### src/rtl/asram_pkg.sv
package asram_pkg;

    localparam int SETUP_W  = 4;
    localparam int STROBE_W = 6;
    localparam int HOLD_W   = 4;

    localparam int SH_MAX = (SETUP_W > HOLD_W) ? SETUP_W : HOLD_W;
    localparam int CNT_W  = (STROBE_W > SH_MAX) ? STROBE_W : SH_MAX;

    typedef enum logic [2:0] {
        PH_IDLE   = 3'd0,
        PH_SETUP  = 3'd1,
        PH_STROBE = 3'd2,
        PH_HOLD   = 3'd3,
        PH_DONE   = 3'd4
    } phase_e;

    typedef struct packed {
        logic [SETUP_W-1:0]  setup;
        logic [STROBE_W-1:0] strobe;
        logic [HOLD_W-1:0]   hold;
    } timing_t;

    function automatic logic phase_active(phase_e p);
        return (p == PH_SETUP) || (p == PH_STROBE) || (p == PH_HOLD);
    endfunction

endpackage

### src/rtl/asram_timing_sel.sv
module asram_timing_sel
    import asram_pkg::*;
(
    input  logic                clk,
    input  logic                rst,
    input  logic                accept,
    input  logic                req_write,
    input  timing_t             rd_t,
    input  timing_t             wr_t,
    output logic [SETUP_W-1:0]  new_setup,
    output logic [STROBE_W-1:0] lat_strobe,
    output logic [HOLD_W-1:0]   lat_hold,
    output logic                wr_lat
);
    timing_t chosen;

    // Pick the set that matches the incoming request's direction.
    assign chosen    = req_write ? wr_t : rd_t;
    assign new_setup = chosen.setup;

    always_ff @(posedge clk) begin
        if (rst) begin
            lat_strobe <= '0;
            lat_hold   <= '0;
            wr_lat     <= 1'b0;
        end else if (accept) begin
            lat_strobe <= chosen.strobe;
            lat_hold   <= chosen.hold;
            wr_lat     <= req_write;
        end
    end
endmodule

### src/rtl/asram_phase_ctl.sv
module asram_phase_ctl
    import asram_pkg::*;
(
    input  logic                clk,
    input  logic                rst,
    input  logic                req_valid,
    input  logic [SETUP_W-1:0]  new_setup,
    input  logic [STROBE_W-1:0] lat_strobe,
    input  logic [HOLD_W-1:0]   lat_hold,
    output phase_e              phase_q,
    output phase_e              phase_n,
    output logic                accept,
    output logic                strobe_last
);
    logic [CNT_W-1:0] cnt_q, cnt_n;

    assign accept      = (phase_q == PH_IDLE) && req_valid;
    assign strobe_last = (phase_q == PH_STROBE) && (cnt_q == '0);

    always_comb begin
        phase_n = phase_q;
        cnt_n   = cnt_q;
        case (phase_q)
            PH_IDLE: begin
                if (req_valid) begin
                    phase_n = PH_SETUP;
                    cnt_n   = CNT_W'(new_setup);
                end
            end
            PH_SETUP: begin
                if (cnt_q == '0) begin
                    phase_n = PH_STROBE;
                    cnt_n   = CNT_W'(lat_strobe);
                end else begin
                    cnt_n = cnt_q - CNT_W'(1);
                end
            end
            PH_STROBE: begin
                if (cnt_q == '0) begin
                    phase_n = PH_HOLD;
                    cnt_n   = CNT_W'(lat_hold);
                end else begin
                    cnt_n = cnt_q - CNT_W'(1);
                end
            end
            PH_HOLD: begin
                if (cnt_q == '0) begin
                    phase_n = PH_DONE;
                end else begin
                    cnt_n = cnt_q - CNT_W'(1);
                end
            end
            PH_DONE: phase_n = PH_IDLE;
            default: phase_n = PH_IDLE;
        endcase
    end

    always_ff @(posedge clk) begin
        if (rst) begin
            phase_q <= PH_IDLE;
            cnt_q   <= '0;
        end else begin
            phase_q <= phase_n;
            cnt_q   <= cnt_n;
        end
    end
endmodule

### src/rtl/asram_pins.sv
module asram_pins
    import asram_pkg::*;
#(
    parameter int ADDR_W = 16,
    parameter int DATA_W = 16
) (
    input  logic              clk,
    input  logic              rst,
    input  logic              accept,
    input  phase_e            phase_n,
    input  logic              req_write,
    input  logic              wr_lat,
    input  logic [ADDR_W-1:0] req_addr,
    input  logic [DATA_W-1:0] req_wdata,
    output logic              ce_n,
    output logic              oe_n,
    output logic              we_n,
    output logic [ADDR_W-1:0] addr,
    output logic [DATA_W-1:0] dout,
    output logic              dout_en
);
    logic wr_eff;
    logic act_n;
    logic strobe_n;

    assign wr_eff   = accept ? req_write : wr_lat;
    assign act_n    = phase_active(phase_n);
    assign strobe_n = (phase_n == PH_STROBE);

    // Pins come straight from flops that follow the next phase.
    always_ff @(posedge clk) begin
        if (rst) begin
            ce_n    <= 1'b1;
            oe_n    <= 1'b1;
            we_n    <= 1'b1;
            dout_en <= 1'b0;
            addr    <= '0;
            dout    <= '0;
        end else begin
            ce_n    <= !act_n;
            oe_n    <= !(strobe_n && !wr_eff);
            we_n    <= !(strobe_n && wr_eff);
            dout_en <= act_n && wr_eff;
            if (accept) begin
                addr <= req_addr;
                dout <= req_wdata;
            end
        end
    end
endmodule

### src/rtl/asram_capture.sv
module asram_capture #(
    parameter int DATA_W = 16
) (
    input  logic              clk,
    input  logic              rst,
    input  logic              grab,
    input  logic [DATA_W-1:0] din,
    output logic [DATA_W-1:0] rdata
);
    always_ff @(posedge clk) begin
        if (rst)       rdata <= '0;
        else if (grab) rdata <= din;
    end
endmodule

### src/rtl/asram_seq.sv
module asram_seq
    import asram_pkg::*;
#(
    parameter int ADDR_W = 16,
    parameter int DATA_W = 16
) (
    input  logic                clk,
    input  logic                rst,
    input  logic                req_valid,
    input  logic                req_write,
    input  logic [ADDR_W-1:0]   req_addr,
    input  logic [DATA_W-1:0]   req_wdata,
    input  logic [SETUP_W-1:0]  rd_setup,
    input  logic [STROBE_W-1:0] rd_strobe,
    input  logic [HOLD_W-1:0]   rd_hold,
    input  logic [SETUP_W-1:0]  wr_setup,
    input  logic [STROBE_W-1:0] wr_strobe,
    input  logic [HOLD_W-1:0]   wr_hold,
    output logic                busy,
    output logic                done,
    output logic [DATA_W-1:0]   rdata,
    output logic                mem_ce_n,
    output logic                mem_oe_n,
    output logic                mem_we_n,
    output logic [ADDR_W-1:0]   mem_addr,
    output logic [DATA_W-1:0]   mem_dout,
    output logic                mem_dout_en,
    input  logic [DATA_W-1:0]   mem_din
);
    timing_t             rd_t, wr_t;
    logic [SETUP_W-1:0]  new_setup;
    logic [STROBE_W-1:0] lat_strobe;
    logic [HOLD_W-1:0]   lat_hold;
    logic                wr_lat;
    phase_e              phase_q, phase_n;
    logic                accept, strobe_last;

    assign rd_t = '{setup: rd_setup, strobe: rd_strobe, hold: rd_hold};
    assign wr_t = '{setup: wr_setup, strobe: wr_strobe, hold: wr_hold};

    asram_timing_sel u_sel (
        .clk        (clk),
        .rst        (rst),
        .accept     (accept),
        .req_write  (req_write),
        .rd_t       (rd_t),
        .wr_t       (wr_t),
        .new_setup  (new_setup),
        .lat_strobe (lat_strobe),
        .lat_hold   (lat_hold),
        .wr_lat     (wr_lat)
    );

    asram_phase_ctl u_ctl (
        .clk         (clk),
        .rst         (rst),
        .req_valid   (req_valid),
        .new_setup   (new_setup),
        .lat_strobe  (lat_strobe),
        .lat_hold    (lat_hold),
        .phase_q     (phase_q),
        .phase_n     (phase_n),
        .accept      (accept),
        .strobe_last (strobe_last)
    );

    asram_pins #(.ADDR_W(ADDR_W), .DATA_W(DATA_W)) u_pins (
        .clk       (clk),
        .rst       (rst),
        .accept    (accept),
        .phase_n   (phase_n),
        .req_write (req_write),
        .wr_lat    (wr_lat),
        .req_addr  (req_addr),
        .req_wdata (req_wdata),
        .ce_n      (mem_ce_n),
        .oe_n      (mem_oe_n),
        .we_n      (mem_we_n),
        .addr      (mem_addr),
        .dout      (mem_dout),
        .dout_en   (mem_dout_en)
    );

    asram_capture #(.DATA_W(DATA_W)) u_cap (
        .clk   (clk),
        .rst   (rst),
        .grab  (strobe_last && !wr_lat),
        .din   (mem_din),
        .rdata (rdata)
    );

    assign busy = (phase_q != PH_IDLE);
    assign done = (phase_q == PH_DONE);
endmodule

### config.mk
export PLATFORM = sky130hd
export DESIGN_NAME = asram_seq
export DESIGN_NICKNAME = d
export VERILOG_FILES = /design/src/rtl/asram_pkg.sv /design/src/rtl/asram_timing_sel.sv /design/src/rtl/asram_phase_ctl.sv /design/src/rtl/asram_pins.sv /design/src/rtl/asram_capture.sv /design/src/rtl/asram_seq.sv
export SDC_FILE = /design/constraint.sdc
export NUM_CORES = 1
export LEC_CHECK = 0
export ABC_AREA = 0
export CORE_MARGIN = 2
export CORE_UTILIZATION = 30
export DETAILED_ROUTE_END_ITERATION = 6
export DONT_BUFFER_PORTS = 1
export GPL_TIMING_DRIVEN = 0
export PLACE_DENSITY = 0.44
export SETUP_SLACK_MARGIN = 0.2
export SLEW_MARGIN = 20
export SYNTH_ARGS = -nofsm -noshare
export SYNTH_HDL_FRONTEND = slang
export SYNTH_SLANG_ARGS = --single-unit
### constraint.sdc
create_clock -name clk -period 2.65 [get_ports clk]
set_clock_uncertainty 0.05 [all_clocks]
set_input_delay 0.3975 -clock clk [delete_from_list [all_inputs] [get_ports clk]]
set_output_delay 0.3975 -clock clk [all_outputs]
set_load 0.02 [all_outputs]
; ---- Yosys cells after proc, flatten, opt, wreduce, memory -nomap -nowiden
; Index checks and enable logic that the tools add are counted.
[word_totals]
register_bits = 72
[op_classes]
n_addsub = 1
eq_ne = 9
muxes = 12
reduce_logical = 18
[op_table]
columns = operator, count
row1 = 6-bit two-way mux, 4
row2 = 6-bit one-hot mux with 4 select lines, 1
row3 = 14-bit two-way mux, 1
row4 = 3-bit by 2-bit == test with 1-bit output (second input constant), 4
row5 = 3-bit two-way mux, 4
row6 = 3-bit one-hot mux with 4 select lines, 1
row7 = 3-bit by 1-bit == test with 1-bit output (second input constant), 2
row8 = 1-bit logical AND, 6
row9 = 6-bit logical NOT, 1
row10 = 6-bit by 1-bit subtractor with 6-bit output (second input constant), 1
row11 = 1-bit logical NOT, 5
row12 = 2-bit inequality test (second input constant), 2
row13 = 4-bit nonzero test, 1
row14 = 3-bit == test (second input constant), 1
row15 = 3-bit logical NOT, 1
row16 = 3-bit AND reduction, 1
row17 = 3-bit nonzero test, 1
row18 = 1-bit logical OR, 2
row19 = 1-bit two-way mux, 1

; ---- Longest topological paths before layout
[logic_depth]
depth_word = 7
ltp_mapped = 8

; ---- Hierarchy
; From an unflattened synthesis, not the netlist that was laid out.
[hier_totals]
hier_cells = 323
hier_area_um2 = 3231.8
[by_module_without_submodules]
columns = module, n_inst, cells_per_inst, area_each_um2
row1 = asram_pins, 1, 115, 1313.8
row2 = asram_phase_ctl, 1, 97, 752.0
row3 = asram_capture, 1, 52, 580.6
row4 = asram_timing_sel, 1, 56, 565.5
row5 = asram_seq, 1, 3, 20.0

; ---- Worst setup path before layout
; No wires, ideal clock.
[synth_path]
path_type = register to register
start = reg u_ctl.cnt_q[0]
end = reg u_cap.rdata[14]
setup_time_ns = 0.128
t_arrival_ns = 1.719
required_ns = 2.472
slack_ns = 0.753
path_stages_with_launch = 9
n_path_buf = 1
period_less_slack_ns = 1.897
cell_sequence = dfxtp_1 -> inv_1 -> ha_1 -> or4b_4 -> nor2_4 -> nand3_4 -> buf_6 -> mux2i_1 -> nor2_1
[synth_via]
elab_chain_cells = 3
[synth_lines]
columns = element, line_no
row1 = from (decl), asram_phase_ctl.sv:15  ; logic [CNT_W-1:0] cnt_q, cnt_n;
row2 = from (signal assigned), asram_phase_ctl.sv:64  ; cnt_q <= cnt_n;
row3 = 6-bit logical NOT, asram_phase_ctl.sv:18  ; assign strobe_last = (phase_q == PH_STROBE) && (cnt_q == '0);
row4 = 1-bit logical AND, asram_phase_ctl.sv:18
row5 = 1-bit logical AND, asram_seq.sv:87  ; .grab (strobe_last && !wr_lat),
row6 = to (signal assigned), asram_capture.sv:12  ; else if (grab) rdata <= din;
row7 = to (decl), asram_capture.sv:8  ; output logic [DATA_W-1:0] rdata
; Every way passes these cells.
; A chain may end at the register's enable or synchronous reset.

; ---- Worst setup path after layout
[layout_path]
start = reg u_ctl.cnt_q[0]
end = reg u_cap.rdata[0]
; The elaborated chain is that of the path after synthesis.

==> results_dict.tcl <==
set metrics [dict create \
    status "complete, no violations" \
    grt_pass1_wl_um 11820 \
    synth_edf_count 0 \
    grt_max_degree 13 \
    gp_congestion 0.8694 \
    max_cap_violations 0 \
    cts_tree "yes" \
    clockRootBuffer "clkbuf_8" \
    slowest_delay_ns 0.51 \
    synthArstFlopShare_pct 0 \
    via_count 2449 \
    cp.required_ns 2.82 \
    n_antenna_cell 0 \
    worst_slack_ns 0.4983 \
    cts_sinks 72 \
    antenna_found_initial 0 \
    grt_setup_unrepaired "no" \
    yosysTopAreaCellShare_pct 48.48 \
    ys.flop_type "dfxtp_1" \
    final_net_count 440 \
    nFillCells 1017 \
    maxSlewViolCount 0 \
    worstPathCellList "inv_1, ha_1, or4b_4, nor2_4, nand3_4, buf_6, mux2i_1, nor2_1" \
    timing.final.crit_share_pct 81.20 \
    postCtsSetupBuffers 0 \
    slowest_stage "or4b_4" \
    grt_usage_pct 13.84 \
    wl_met3_um 666 \
    routedWlPerCell_um 15.08 \
    hold_violations 0 \
    finalCriticalPeriod_ns 2.152 \
    drt-initial-drc-count 104 \
    pre_cts_ws_ns 0.5086 \
    core-area_um2 9684 \
    tns_ns 0 \
    max_freq_mhz 464.7 \
    dieArea_um2 10720 \
    syn_avg_cell_area_um2 8.543 \
    fp.dieW_um 103.5 \
    clock_latency_ns 0.33 \
    path_max_fanout 10 \
    cp-end-kind "flop" \
    drive_gt1_share_pct 9.091 \
    cts_made_buffers 9 \
    synth.largest_area_cell "dfxtp_1" \
    num_rows 36 \
    total_power_mw 3.633 \
    cts_resized 0 \
    met2WireLength_um 3268 \
    critPathLaunchType "flop" \
    syn-instance-count 348 \
    setup_viol 0 \
    grt_pass1_vias 2281 \
    drc 0 \
    drt_pass1_iterations 4 \
    tightest_slew_ns 0.5511 \
    crit_family "simple AND/OR/NAND/NOR gates" \
    drt-total-wl_um 7480 \
    ys_seq_area_share_pct 48.48 \
    path_clk_slew_ns 0.08 \
    yosysWarnings 0 \
    synth-seq-cells 72 \
    powerDensity_nw_per_um2 1095 \
    wl_met1_um 3392 \
    vdd_drop_max_mv 0.2864 \
    cts_buffer_depth 2 \
    syn_area_um2 2973 \
    path_buf_inv 2 \
    crit_type "flop to flop" \
    leakagePower_nw 1.335 \
    slew-limit-headroom_pct 63.26 \
    arrival_ns 2.32 \
    pin_count 134 \
    synth_area_leaders "dfxtp_1 48%, mux2i_1 9.8%, nand2_1 9.3%, a21oi_1 7.1%, nor2_1 4.8%" \
    final_core_util_pct 34.28 \
    top_layer "met4" \
    via_per_inst 4.938 \
    syn2layout_area_growth_pct 11.66 \
    synth_fp_nets 429 \
    hold_buffers 0 \
    dp_hpwl_um 5535 \
    initial_core_util_pct 30.70 \
    hp-class "input pin to flop" \
    overflow 0 \
    synth_cell_types 42 \
    fp.dieH_um 103.5 \
    cts_max_level 3 \
    ant_nets 0 \
    numPortBuffers 0 \
]
[through the flow]
stage	std cells	hold WS (ns)	cell area, um^2
after floorplan	348	0.4251	2973
after global placement	481	0.4453	3139
after detailed placement	481	0.4412	3139
after CTS	496	0.1178	3311
after global routing	496	0.1156	3319
final	496	0.1345	3319
[synthesized netlist by cell type, drive strengths merged (4+ instances only)]
library cell	n
nor2	39
o21ai	9
a22oi	4
a211oi	12
inv	6
clkbuf	15
buf	9
dfxtp	72
nor3	5
nand2	75
mux2i	29
a21oi	42
[layer usage]
layer | vias to the layer above | global-route usage [%]
met1 | 1106 | 17.91
met3 | 14 | 4.657
li1 | 1211 | -
met2 | 118 | 20.86
met4 | 0 | 6.371
met5 | - | 0
[registers in the layout (all words and copies together) (netlist names)]
name,flops
u_sel.wr_lat,1
u_sel.lat_strobe,6
u_ctl.cnt_q,6
u_pins.dout,16
u_pins.addr,16
u_pins.ce_n,1
u_pins.dout_en,1
u_sel.lat_hold,4
u_pins.we_n,1
u_ctl.phase_q,3
u_pins.oe_n,1
u_cap.rdata,16
[worst paths after layout]
kind                                   startpoint                end  slack [ns]  cells after the start
worst max-delay path               u_ctl.cnt_q[0]     u_cap.rdata[0]        0.50                      8
worst min-delay path                 req_wdata[7]     u_pins.dout[7]        0.13                      2
worst max register to register     u_ctl.cnt_q[0]     u_cap.rdata[0]        0.50                      8
worst min register to register  u_sel.lat_hold[3]  u_sel.lat_hold[3]        0.45                      2
[cells by family (layout without fill, tap and decap cells)]
| group | after synthesis | count (layout) | synth area share [%] |
|---|---|---|---|
| AO/OA/AOI/OAI | 77 | 77 | 16.16 |
| multiplexers | 29 | 29 | 9.764 |
| XOR/XNOR | 1 | 1 | 0.2947 |
| buffers and inverters | 30 | 45 | 4.377 |
| flip-flops | 72 | 72 | 48.48 |
| adder cells (fa/ha/maj) | 1 | 1 | 0.4208 |
| AND/OR/NAND/NOR | 138 | 138 | 20.50 |
[layout make-up]
cell class                      instances  area (um^2)  share of cell area (%)
Buffer                                 24        107.6                   3.242
Multi-Input combinational cell        246         1410                   42.48
Tap cell                              133        166.4                   5.013
Sequential cell                        72         1441                   43.42
Clock inverter                          5        33.78                   1.018
Inverter                                6        22.52                  0.6785
Clock buffer                           10        137.6                   4.146
[report_power, final]
group	internal (mW)	switching (mW)
combinational	0.461	0.802
clock	0.358	0.403
sequential	1.30	0.309
total	2.12	1.51
[placed cells by master (no fill, tap or decap), types with 2 or more instances in the layout]
cell type and instances:
inv_2 2, nor2_1 38, a211oi_1 12, clkinvlp_4 2, mux2i_1 29, and2_1 2, dfxtp_1 72, buf_2 8
inv_1 4, nor4_1 3, o21ai_0 4, a21oi_1 42, nand3_1 2, clkbuf_1 15, a22oi_1 4, o21ai_1 4
nand2_1 74, clkinv_2 2, clkbuf_8 10, nand2b_1 3, nor3_1 5, nor2b_1 2
(Power assumes the default switching activity.)
